==> config.mk <==
export PLATFORM = sky130hd
export DESIGN_NAME = rx_deframer
export DESIGN_NICKNAME = d
export VERILOG_FILES = /design/src/rtl/rxdf_pkg.sv /design/src/rtl/rxdf_line_sel.sv /design/src/rtl/rxdf_sfd_match.sv /design/src/rtl/rxdf_unstuff.sv /design/src/rtl/rxdf_assemble.sv /design/src/rtl/rx_deframer.sv
export SDC_FILE = /design/constraint.sdc
export NUM_CORES = 1
export LEC_CHECK = 0
export ABC_AREA = 1
export BUFFER_PORTS_ARGS = -buffer_cell sky130_fd_sc_hd__buf_2
export CAP_MARGIN = 10
export CORE_AREA = 2 2 87 89
export CTS_CLUSTER_SIZE = 28
export DETAILED_ROUTE_END_ITERATION = 10
export DIE_AREA = 0 0 89 91
export PLACE_DENSITY = 0.52
export RECOVER_POWER = 25
export SYNTH_ARGS = -nofsm -noshare
export SYNTH_HDL_FRONTEND = slang
export SYNTH_SLANG_ARGS = --single-unit
==> constraint.sdc <==
create_clock -name clk -period 1.9 [get_ports clk]
set_input_delay 0 -clock clk [delete_from_list [all_inputs] [get_ports clk]]
set_output_delay 0 -clock clk [all_outputs]
set_load 0.01 [all_outputs]
==> src/rtl/rxdf_pkg.sv <==
package rxdf_pkg;
   typedef enum logic [1:0] {
      PH_HUNT = 2'd0,
      PH_HDR  = 2'd1,
      PH_DATA = 2'd2
   } rxdf_phase_e;
endpackage

==> src/rtl/rxdf_line_sel.sv <==
module rxdf_line_sel (
   input  logic line_bit,
   input  logic line_vld,
   input  logic lpbk_bit,
   input  logic lpbk_vld,
   input  logic cfg_loop,
   input  logic cfg_invert,
   output logic s_bit,
   output logic s_vld
);
   always_comb begin
      s_bit = (cfg_loop ? lpbk_bit : line_bit) ^ cfg_invert;
      s_vld = cfg_loop ? lpbk_vld : line_vld;
   end
endmodule

==> src/rtl/rxdf_sfd_match.sv <==
module rxdf_sfd_match #(
   parameter int unsigned           LEN     = 16,
   parameter logic [LEN-1:0]        PATTERN = 16'hF3A0
) (
   input  logic clk,
   input  logic rst_n,
   input  logic clr,
   input  logic shift_en,
   input  logic bit_in,
   output logic hit
);
   logic [LEN-1:0] win_q;
   logic [LEN-1:0] win_d;

   if (LEN < 2) begin : g_len_chk
      $error("rxdf_sfd_match: LEN must be at least 2");
   end

   assign win_d = {win_q[LEN-2:0], bit_in};
   assign hit   = shift_en && (win_d == PATTERN);

   always_ff @(posedge clk or negedge rst_n) begin
      if (!rst_n)        win_q <= '0;
      else if (clr)      win_q <= '0;
      else if (shift_en) win_q <= win_d;
   end
endmodule

==> src/rtl/rxdf_unstuff.sv <==
module rxdf_unstuff #(
   parameter int unsigned RUN_MAX = 5
) (
   input  logic clk,
   input  logic rst_n,
   input  logic restart,
   input  logic active,
   input  logic vld,
   input  logic bit_in,
   output logic take
);
   localparam int unsigned RUN_W = $clog2(RUN_MAX + 1);

   logic [RUN_W-1:0] run_q;
   logic             drop;

   if (RUN_MAX < 1) begin : g_run_chk
      $error("rxdf_unstuff: RUN_MAX must be at least 1");
   end

   assign drop = active && (run_q == RUN_W'(RUN_MAX));
   assign take = vld && !drop;

   always_ff @(posedge clk or negedge rst_n) begin
      if (!rst_n)                run_q <= '0;
      else if (restart)          run_q <= '0;
      else if (vld) begin
         if (!active || drop)    run_q <= '0;
         else if (bit_in)        run_q <= run_q + RUN_W'(1);
         else                    run_q <= '0;
      end
   end
endmodule

==> src/rtl/rxdf_assemble.sv <==
module rxdf_assemble #(
   parameter int unsigned W = 8
) (
   input  logic         clk,
   input  logic         rst_n,
   input  logic         restart,
   input  logic         take,
   input  logic         bit_in,
   input  logic         msb_first,
   output logic [W-1:0] word,
   output logic         done
);
   localparam int unsigned CNT_W = $clog2(W);

   logic [W-1:0]     sh_q;
   logic [CNT_W-1:0] cnt_q;

   if (W < 2) begin : g_w_chk
      $error("rxdf_assemble: W must be at least 2");
   end

   always_comb begin
      if (msb_first) word = {sh_q[W-2:0], bit_in};
      else           word = {bit_in, sh_q[W-1:1]};
   end

   assign done = take && (cnt_q == CNT_W'(W - 1));

   always_ff @(posedge clk or negedge rst_n) begin
      if (!rst_n) begin
         sh_q  <= '0;
         cnt_q <= '0;
      end else if (restart) begin
         cnt_q <= '0;
      end else if (take) begin
         sh_q  <= word;
         cnt_q <= done ? '0 : cnt_q + CNT_W'(1);
      end
   end
endmodule

==> src/rtl/rx_deframer.sv <==
module rx_deframer #(
   parameter int unsigned          BYTE_W      = 8,
   parameter int unsigned          HDR_W       = 4,
   parameter int unsigned          SFD_LEN     = 16,
   parameter logic [SFD_LEN-1:0]   SFD_PATTERN = 16'hF3A0,
   parameter int unsigned          RUN_MAX     = 5
) (
   input  logic              clk,
   input  logic              rst_n,
   input  logic              line_bit,
   input  logic              line_vld,
   input  logic              lpbk_bit,
   input  logic              lpbk_vld,
   input  logic              cfg_invert,
   input  logic              cfg_loop,
   input  logic              cfg_msb_first,
   input  logic [HDR_W-1:0]  cfg_hdr_len,
   input  logic              cfg_stuff_late,
   input  logic              cfg_stuff_en,
   input  logic              frame_end,
   output logic [BYTE_W-1:0] byte_out,
   output logic              byte_vld,
   output logic              sfd_hit,
   output logic              hdr_done,
   output logic              crc_win
);
   import rxdf_pkg::*;

   localparam int unsigned HC_W = HDR_W + 1;

   rxdf_phase_e       phase_q;
   logic [HDR_W-1:0]  hdr_cnt_q;
   logic              s_bit, s_vld;
   logic              hunt, hit, f_vld, take, asm_done, last_hdr;
   logic              stuff_on, run_restart;
   logic [BYTE_W-1:0] word;

   if (HDR_W < 1) begin : g_hdr_chk
      $error("rx_deframer: HDR_W must be at least 1");
   end

   rxdf_line_sel u_sel (
      .line_bit   (line_bit),
      .line_vld   (line_vld),
      .lpbk_bit   (lpbk_bit),
      .lpbk_vld   (lpbk_vld),
      .cfg_loop   (cfg_loop),
      .cfg_invert (cfg_invert),
      .s_bit      (s_bit),
      .s_vld      (s_vld)
   );

   assign hunt = (phase_q == PH_HUNT);

   rxdf_sfd_match #(.LEN(SFD_LEN), .PATTERN(SFD_PATTERN)) u_sfd (
      .clk      (clk),
      .rst_n    (rst_n),
      .clr      (frame_end || hit),
      .shift_en (s_vld && hunt && !frame_end),
      .bit_in   (s_bit),
      .hit      (hit)
   );

   assign f_vld    = s_vld && !hunt && !frame_end;
   assign stuff_on = cfg_stuff_en &&
                     ((phase_q == PH_DATA) || ((phase_q == PH_HDR) && !cfg_stuff_late));

   rxdf_unstuff #(.RUN_MAX(RUN_MAX)) u_unstuff (
      .clk     (clk),
      .rst_n   (rst_n),
      .restart (run_restart),
      .active  (stuff_on),
      .vld     (f_vld),
      .bit_in  (s_bit),
      .take    (take)
   );

   rxdf_assemble #(.W(BYTE_W)) u_asm (
      .clk       (clk),
      .rst_n     (rst_n),
      .restart   (frame_end || hit),
      .take      (take),
      .bit_in    (s_bit),
      .msb_first (cfg_msb_first),
      .word      (word),
      .done      (asm_done)
   );

   assign last_hdr    = (phase_q == PH_HDR) && asm_done &&
                        (({1'b0, hdr_cnt_q} + HC_W'(1)) == {1'b0, cfg_hdr_len});
   assign run_restart = frame_end || hit || (last_hdr && cfg_stuff_late);

   always_ff @(posedge clk or negedge rst_n) begin
      if (!rst_n) begin
         phase_q   <= PH_HUNT;
         hdr_cnt_q <= '0;
      end else if (frame_end) begin
         phase_q   <= PH_HUNT;
      end else if (hit) begin
         phase_q   <= (cfg_hdr_len == '0) ? PH_DATA : PH_HDR;
         hdr_cnt_q <= '0;
      end else if ((phase_q == PH_HDR) && asm_done) begin
         hdr_cnt_q <= hdr_cnt_q + HDR_W'(1);
         if (last_hdr) phase_q <= PH_DATA;
      end
   end

   always_ff @(posedge clk or negedge rst_n) begin
      if (!rst_n) begin
         byte_out <= '0;
         byte_vld <= 1'b0;
         sfd_hit  <= 1'b0;
         hdr_done <= 1'b0;
         crc_win  <= 1'b0;
      end else begin
         byte_vld <= asm_done;
         if (asm_done) byte_out <= word;
         sfd_hit  <= hit;
         hdr_done <= (hit && (cfg_hdr_len == '0)) || last_hdr;
         crc_win  <= !frame_end && (phase_q == PH_DATA);
      end
   end

   // delimiter indication is a single-cycle pulse
   assert_sfd_pulse_R4: assert property (@(posedge clk) disable iff (!rst_n)
      sfd_hit |=> !sfd_hit);

   // header-complete pulse is single-cycle and tied to a byte or the delimiter
   assert_hdr_pulse_R6: assert property (@(posedge clk) disable iff (!rst_n)
      hdr_done |=> !hdr_done);
   assert_hdr_on_byte_R6: assert property (@(posedge clk) disable iff (!rst_n)
      hdr_done |-> (byte_vld || sfd_hit));

   // window is closed at the header edge and opens one cycle later
   assert_win_after_hdr_R7: assert property (@(posedge clk) disable iff (!rst_n)
      hdr_done |-> !crc_win);
   assert_win_opens_R7: assert property (@(posedge clk) disable iff (!rst_n)
      (hdr_done && !frame_end) |=> crc_win);

   // frame end closes the window
   assert_end_closes_R11: assert property (@(posedge clk) disable iff (!rst_n)
      frame_end |=> !crc_win);
endmodule

=== Word-level counts from Yosys, hierarchy flattened ===
Index checks and enable logic that the tools add are counted.

* $add $sub $neg: 4
* Equal/unequal tests: 6
* Mux-type cells: 19
* Bitwise logic cells: 3
* Reductions and logical operators: 36

{| class="wikitable"
|+ Operator list
! cell !! number
|-
| 15-bit two-way mux || 2
|-
| 3-bit two-way mux || 7
|-
| 16-bit == test (second input constant) || 1
|-
| 1-bit logical AND || 15
|-
| 2-bit two-way mux || 5
|-
| 4-bit two-way mux || 2
|-
| 8-bit two-way mux || 1
|-
| 2-bit nonzero test || 4
|-
| 3-bit by 1-bit adder with 3-bit output (second input constant) || 2
|-
| 3-bit == test (second input constant) || 2
|-
| 2-bit AND reduction || 3
|-
| 3-bit nonzero test || 2
|-
| 4-bit by 1-bit adder with 5-bit output (second input constant) || 1
|-
| 5-bit by 4-bit == test with 1-bit output || 1
|-
| 1-bit zero test || 5
|-
| 1-bit logical OR || 5
|-
| 4-bit by 1-bit adder with 4-bit output (second input constant) || 1
|-
| 4-bit zero test || 1
|-
| 2-bit by 1-bit == test with 1-bit output (second input constant) || 1
|-
| 2-bit == test (second input constant) || 1
|-
| 2-bit zero test || 1
|-
| 1-bit two-way mux || 2
|-
| 1-bit inverter || 2
|-
| 1-bit XOR || 1
|}

* Register bits after elaboration: 47
* Bits of input ports: 16
* Output and inout bits: 12
* Logic and storage cells: 79

=== Longest topological paths before layout ===
* Depth in word-level cells: 14
* Gate-level depth with buffers: 12
* Gate-level depth less buffers: 12

=== Hierarchy ===
Synthesis repeated with hierarchy kept, for this count alone.

* Cell total of the unflattened synthesis: 296
* Area total of the unflattened synthesis: 2421.1 um^2

{| class="wikitable"
|+ By module, submodules not included
! module !! times used !! cells each !! area an instance (um^2) !! seq. area each (um^2)
|-
| rx_deframer || 1 || 96 || 894.6 || 450.4
|-
| rxdf_sfd_match || 1 || 79 || 660.6 || 375.4
|-
| rxdf_assemble || 1 || 79 || 598.1 || 275.3
|-
| rxdf_unstuff || 1 || 28 || 212.7 || 75.1
|-
| rxdf_line_sel || 1 || 14 || 55.1 || 0.0
|}

=== Worst setup path before layout ===
No wires, ideal clock.

* Path type: register to register
* From: register hdr_cnt_q[0]
* To: register u_unstuff.run_q[0]
* Setup time: 0.122 ns
* Data arrival time: 1.333 ns
* Required time: 1.778 ns
* Setup slack: 0.445 ns
* Cell stages (with the launch flop): 11
* Path buffers: 0
* Clock period less this slack: 1.455 ns
* Cell sequence: dfrtp_1 -> ha_1 -> inv_1 -> nand2_1 -> nand3_1 -> nor2_1 -> nand3_1 -> nor2_1 -> nand3_1 -> nand2_1 -> nor2_1

* Word-level cells in the longest chain between the ends: 6
* Elaborated cells between the ends (all ways): 7
* Classes of those cells: add/sub (1); eq/ne (1); mux (1); reduce/logical (4)

{| class="wikitable"
|+ Ends and longest elaborated chain
! element !! line !! RTL
|-
| from (decl) || rx_deframer.sv:32 || <nowiki>logic [HDR_W-1:0] hdr_cnt_q;</nowiki>
|-
| from (signal assigned) || rx_deframer.sv:103 || <nowiki>hdr_cnt_q <= hdr_cnt_q + HDR_W'(1);</nowiki>
|-
| 4-bit by 1-bit adder with 5-bit output (*) || rx_deframer.sv:90 || <nowiki>(({1'b0, hdr_cnt_q} + HC_W'(1)) == {1'b0, cfg_hdr_len});</nowiki>
|-
| 5-bit by 4-bit == test with 1-bit output (*) || rx_deframer.sv:90 ||
|-
| 1-bit logical AND (*) || rx_deframer.sv:89 || <nowiki>assign last_hdr = (phase_q == PH_HDR) && asm_done &&</nowiki>
|-
| 1-bit logical AND (*) || rx_deframer.sv:91 || <nowiki>assign run_restart = frame_end || hit || (last_hdr && cfg_stuff_late);</nowiki>
|-
| 1-bit logical OR (*) || rx_deframer.sv:91 ||
|-
| 3-bit two-way mux / 2-bit nonzero test (equally long branches) || -- ||
|-
| to (signal assigned) || rxdf_unstuff.sv:29 || <nowiki>else if (bit_in) run_q <= run_q + RUN_W'(1);</nowiki>
|-
| to (decl) || rxdf_unstuff.sv:14 || <nowiki>logic [RUN_W-1:0] run_q;</nowiki>
|}

Every way passes the cells marked *; elsewhere a longest branch is shown, timed or not.
A chain may end at the register's enable or synchronous reset.

=== Final worst setup path ===
* From: input frame_end
* To: register u_unstuff.run_q[0]

* Word-level cells in the longest chain between the ends: 9
* Elaborated cells between the ends (all ways): 13
* Classes of those cells: mux (1); reduce/logical (12)

{| class="wikitable"
|+ Ends and longest elaborated chain
! element !! line !! RTL
|-
| from (decl) || rx_deframer.sv:20 || <nowiki>input logic frame_end,</nowiki>
|-
| 1-bit zero test || rx_deframer.sv:59, rx_deframer.sv:64 ||
|-
| 1-bit logical AND || rx_deframer.sv:64 || <nowiki>assign f_vld = s_vld && !hunt && !frame_end;</nowiki>
|-
| 1-bit logical AND || rxdf_unstuff.sv:22 || <nowiki>assign take = vld && !drop;</nowiki>
|-
| 1-bit logical AND || rxdf_assemble.sv:27 || <nowiki>assign done = take && (cnt_q == CNT_W'(W - 1));</nowiki>
|-
| 1-bit logical AND (2 in series) || rx_deframer.sv:89 ||
|-
| 1-bit logical AND || rx_deframer.sv:91 ||
|-
| 1-bit logical OR || rx_deframer.sv:91 ||
|-
| 3-bit two-way mux / 2-bit nonzero test (equally long branches) || -- ||
|}

Several ways; a longest one is shown, not always the timed one.

==> qor.yml <==
ant_nets: 0
rows: 31
syn_area_per_cell_um2: 8.04
fmax_ghz: 0.606
grt_busiest_layer: "met2"
clock_skew_ps: 8.59
layout_common_cells: "nand2_1, dfrtp_1, inv_1"
worstMarginPinSlew_ps: 924
drt_pass1_iterations: 4
worstHoldStart: "cfg_hdr_len[2]"
yosysSeqAreaShare: 0.488
power_switching_uw: 538
antennaDiodeCount: 0
vias_per_cell: 4.50
rrSetupSlack_ps: 290
layout.nets: 356
cts_num_sinks: 47
rr_worst_depth: 10
cp_max_fo: 12
cts_tree: "done"
synth_seq_cells: 47
leakagePower_nw: 1.43
routed_wl_um: 4940
drc_errors: 0
io_buffers: 27
peakVddDrop_mv: 0.446
fin_crit_sh: 0.869
use_met1: 0.191
die_h_um: 91
status: "complete, no violations"
grt_pass1_vias: 1880
r2r_start: "hdr_cnt_q[0]"
hold_viol: 0
swShare: 0.255
hp-class: "primary input to flip-flop"
track_usage: 0.136
dieArea_um2: 8100
p_seq_frac: 0.515
die_x_um: 89
ys_types: 29
netlist_instances: 300
worstSkewPairLatency_ps: 300
min_to: "hdr_done"
postCtsSetupBuffers: 0
cts_buffers: 5
relSlewSlack: 0.384
critPathCaptureType: "flip-flop"
coreArea_um2: 7140
intPower_mw: 1.57
p_per_area_nw_per_um2: 755
cts_max_level: 2
wire_per_inst_um: 11.4
setup-tns-final_ps: 0
clk_path_buf_depth: 2
p_comb_frac: 0.124
cp-start-kind: "primary input"
top_level_ports: 28
final_max_slew_viol_count: 0
critPathKind: "primary input to flip-flop"
power_mw: 2.11
p_clk_frac: 0.361
cap_violations: 0
cp.arrival_ps: 1830
gr-usage-met2: 0.210
final.min_clock_period_ps: 1650
gr-total-overflow: 0
layout_commonest_cell: "nand2_1"
reg2reg_to: "u_unstuff.run_q[0]"
place_congestion: 0.801
dr.first_iter.drc_count: 70
grt_use_met3: 0.0282
place_hpwl_um: 3730
synthesis.area_um2: 2410
ctsResizeCount: 0
synthesis.nets: 321
finalSetupViolations: 0
grt_start_max_net_pins: 38
yosys_warnings: 0
syn_to_final_growth_pct: 15.8
rsz0062_at_grt: "false"
dr_total_vias: 1959
initial_utilization: 0.338
holdPathStages: 4
root_buffer: "clkbuf_8"
grt_first_pass_wirelength_um: 8680
drive_gt1_frac: 0.131
clk_pin_slew_worst_paths_ps: 80
antenna_found_initial: 0
required_ps: 2080
worst max-delay path, cell delays in order:
cell           delay (ps)
dlygate4sd3_1         530
buf_2                 150
inv_2                 190
nand3_2               150
nor2_8                180
nand3_4               180
nor2_2                190
nand3_1                90
nand2_1               120
nor2_1                 50
worst max-delay path by stage:
stage	to	cells after the start	slack (ps)	startpoint
CTS	u_unstuff.run_q[2]	10	240	frame_end
floorplan	u_unstuff.run_q[0]	10	440	hdr_cnt_q[0]
global route	phase_q[0]	10	100	frame_end
detailed placement	u_unstuff.run_q[0]	9	310	u_unstuff.run_q[0]
finish	u_unstuff.run_q[0]	10	250	frame_end
global placement	u_unstuff.run_q[1]	10	340	hdr_cnt_q[0]
synthesized netlist by cell type:
library cell | number | area [µm²]
nand3_4 | 2 | 35.0
xnor2_1 | 2 | 17.5
nor2_2 | 1 | 6.26
nand4_2 | 1 | 12.5
inv_2 | 3 | 11.3
nor4_1 | 1 | 6.26
nand3_1 | 23 | 115
nor2_4 | 2 | 22.5
nand3_2 | 2 | 20.0
nor2_1 | 18 | 67.6
nor2_8 | 1 | 20.0
nand2_1 | 99 | 372
dfrtp_1 | 47 | 1180
nand2_4 | 3 | 33.8
a21boi_0 | 2 | 15.0
inv_4 | 2 | 12.5
ha_1 | 5 | 62.6
o21ai_1 | 15 | 75.1
a211oi_1 | 1 | 7.51
o21ai_0 | 12 | 60.1
a21oi_1 | 6 | 30.0
nand3b_1 | 2 | 15.0
nand4_1 | 1 | 6.26
buf_6 | 1 | 11.3
o22ai_1 | 6 | 37.5
o21ai_2 | 1 | 8.76
inv_1 | 38 | 143
buf_2 | 1 | 5.00
clkbuf_1 | 2 | 7.51
flip-flops by register name (all words and copies together), names as in the netlist:
register,cells
crc_win,1
byte_vld,1
hdr_cnt_q,4
phase_q,2
byte_out,8
sfd_hit,1
u_asm.cnt_q,3
hdr_done,1
u_asm.sh_q,8
u_unstuff.run_q,3
u_sfd.win_q,15
final cells by class:
cell class                 instances  area, µm²
clock inverter                     2       35.0
clock buffer                       6       82.6
inverter                          43        166
multi-input combinational        206       1050
sequential                        47       1180
tap                               99        124
fill                             764       4340
timing repair buffer              32        163
per-layer routing:
layer,share of wire,wire (µm)
met1,0.50,2460
met5,0,0
met3,0.034,170
met2,0.45,2240
met4,0.014,68
power groups by stage:
stage	Clock (mW)	Sequential (mW)	Combinational (mW)
2_1_floorplan	0	1.10	0.175
3_3_place_gp	0	1.11	0.263
3_5_place_dp	0	1.11	0.264
4_1_cts	0.790	1.09	0.269
5_1_grt	0.836	1.09	0.309
6_report	0.761	1.09	0.262
through the flow:
step           hold slack (ps)  setup WS (ps)  cell area [µm²]  cells  utilization
6_report                  23.9            250             2790    435        0.391
5_1_grt                   29.3           97.1             2790    435        0.391
4_1_cts                   17.3            239             2810    435        0.393
3_5_place_dp               160            305             2670    425        0.374
3_3_place_gp               158            341             2670    425        0.374
2_1_floorplan             -296            445             2410    300            -
timing repair:
| action | 4_1_cts | 5_1_grt |
|---|---|---|
| hold endpoints to repair | 37 | 0 |
| hold buffers | 2 | 0 |
| setup endpoints to repair | 0 | 0 |
cell families after synthesis:
logic type                 after synthesis  synth area share
DFF                                     47             0.488
adders and majority gates                5            0.0259
AOI/OAI and AO/OA                       43            0.0970
and+or+nand+nor                        156             0.303
buffers and inverters                   47            0.0788
xor gates and xnor gates                 2           0.00726
Note: power is estimated with default switching activity, not from simulation.
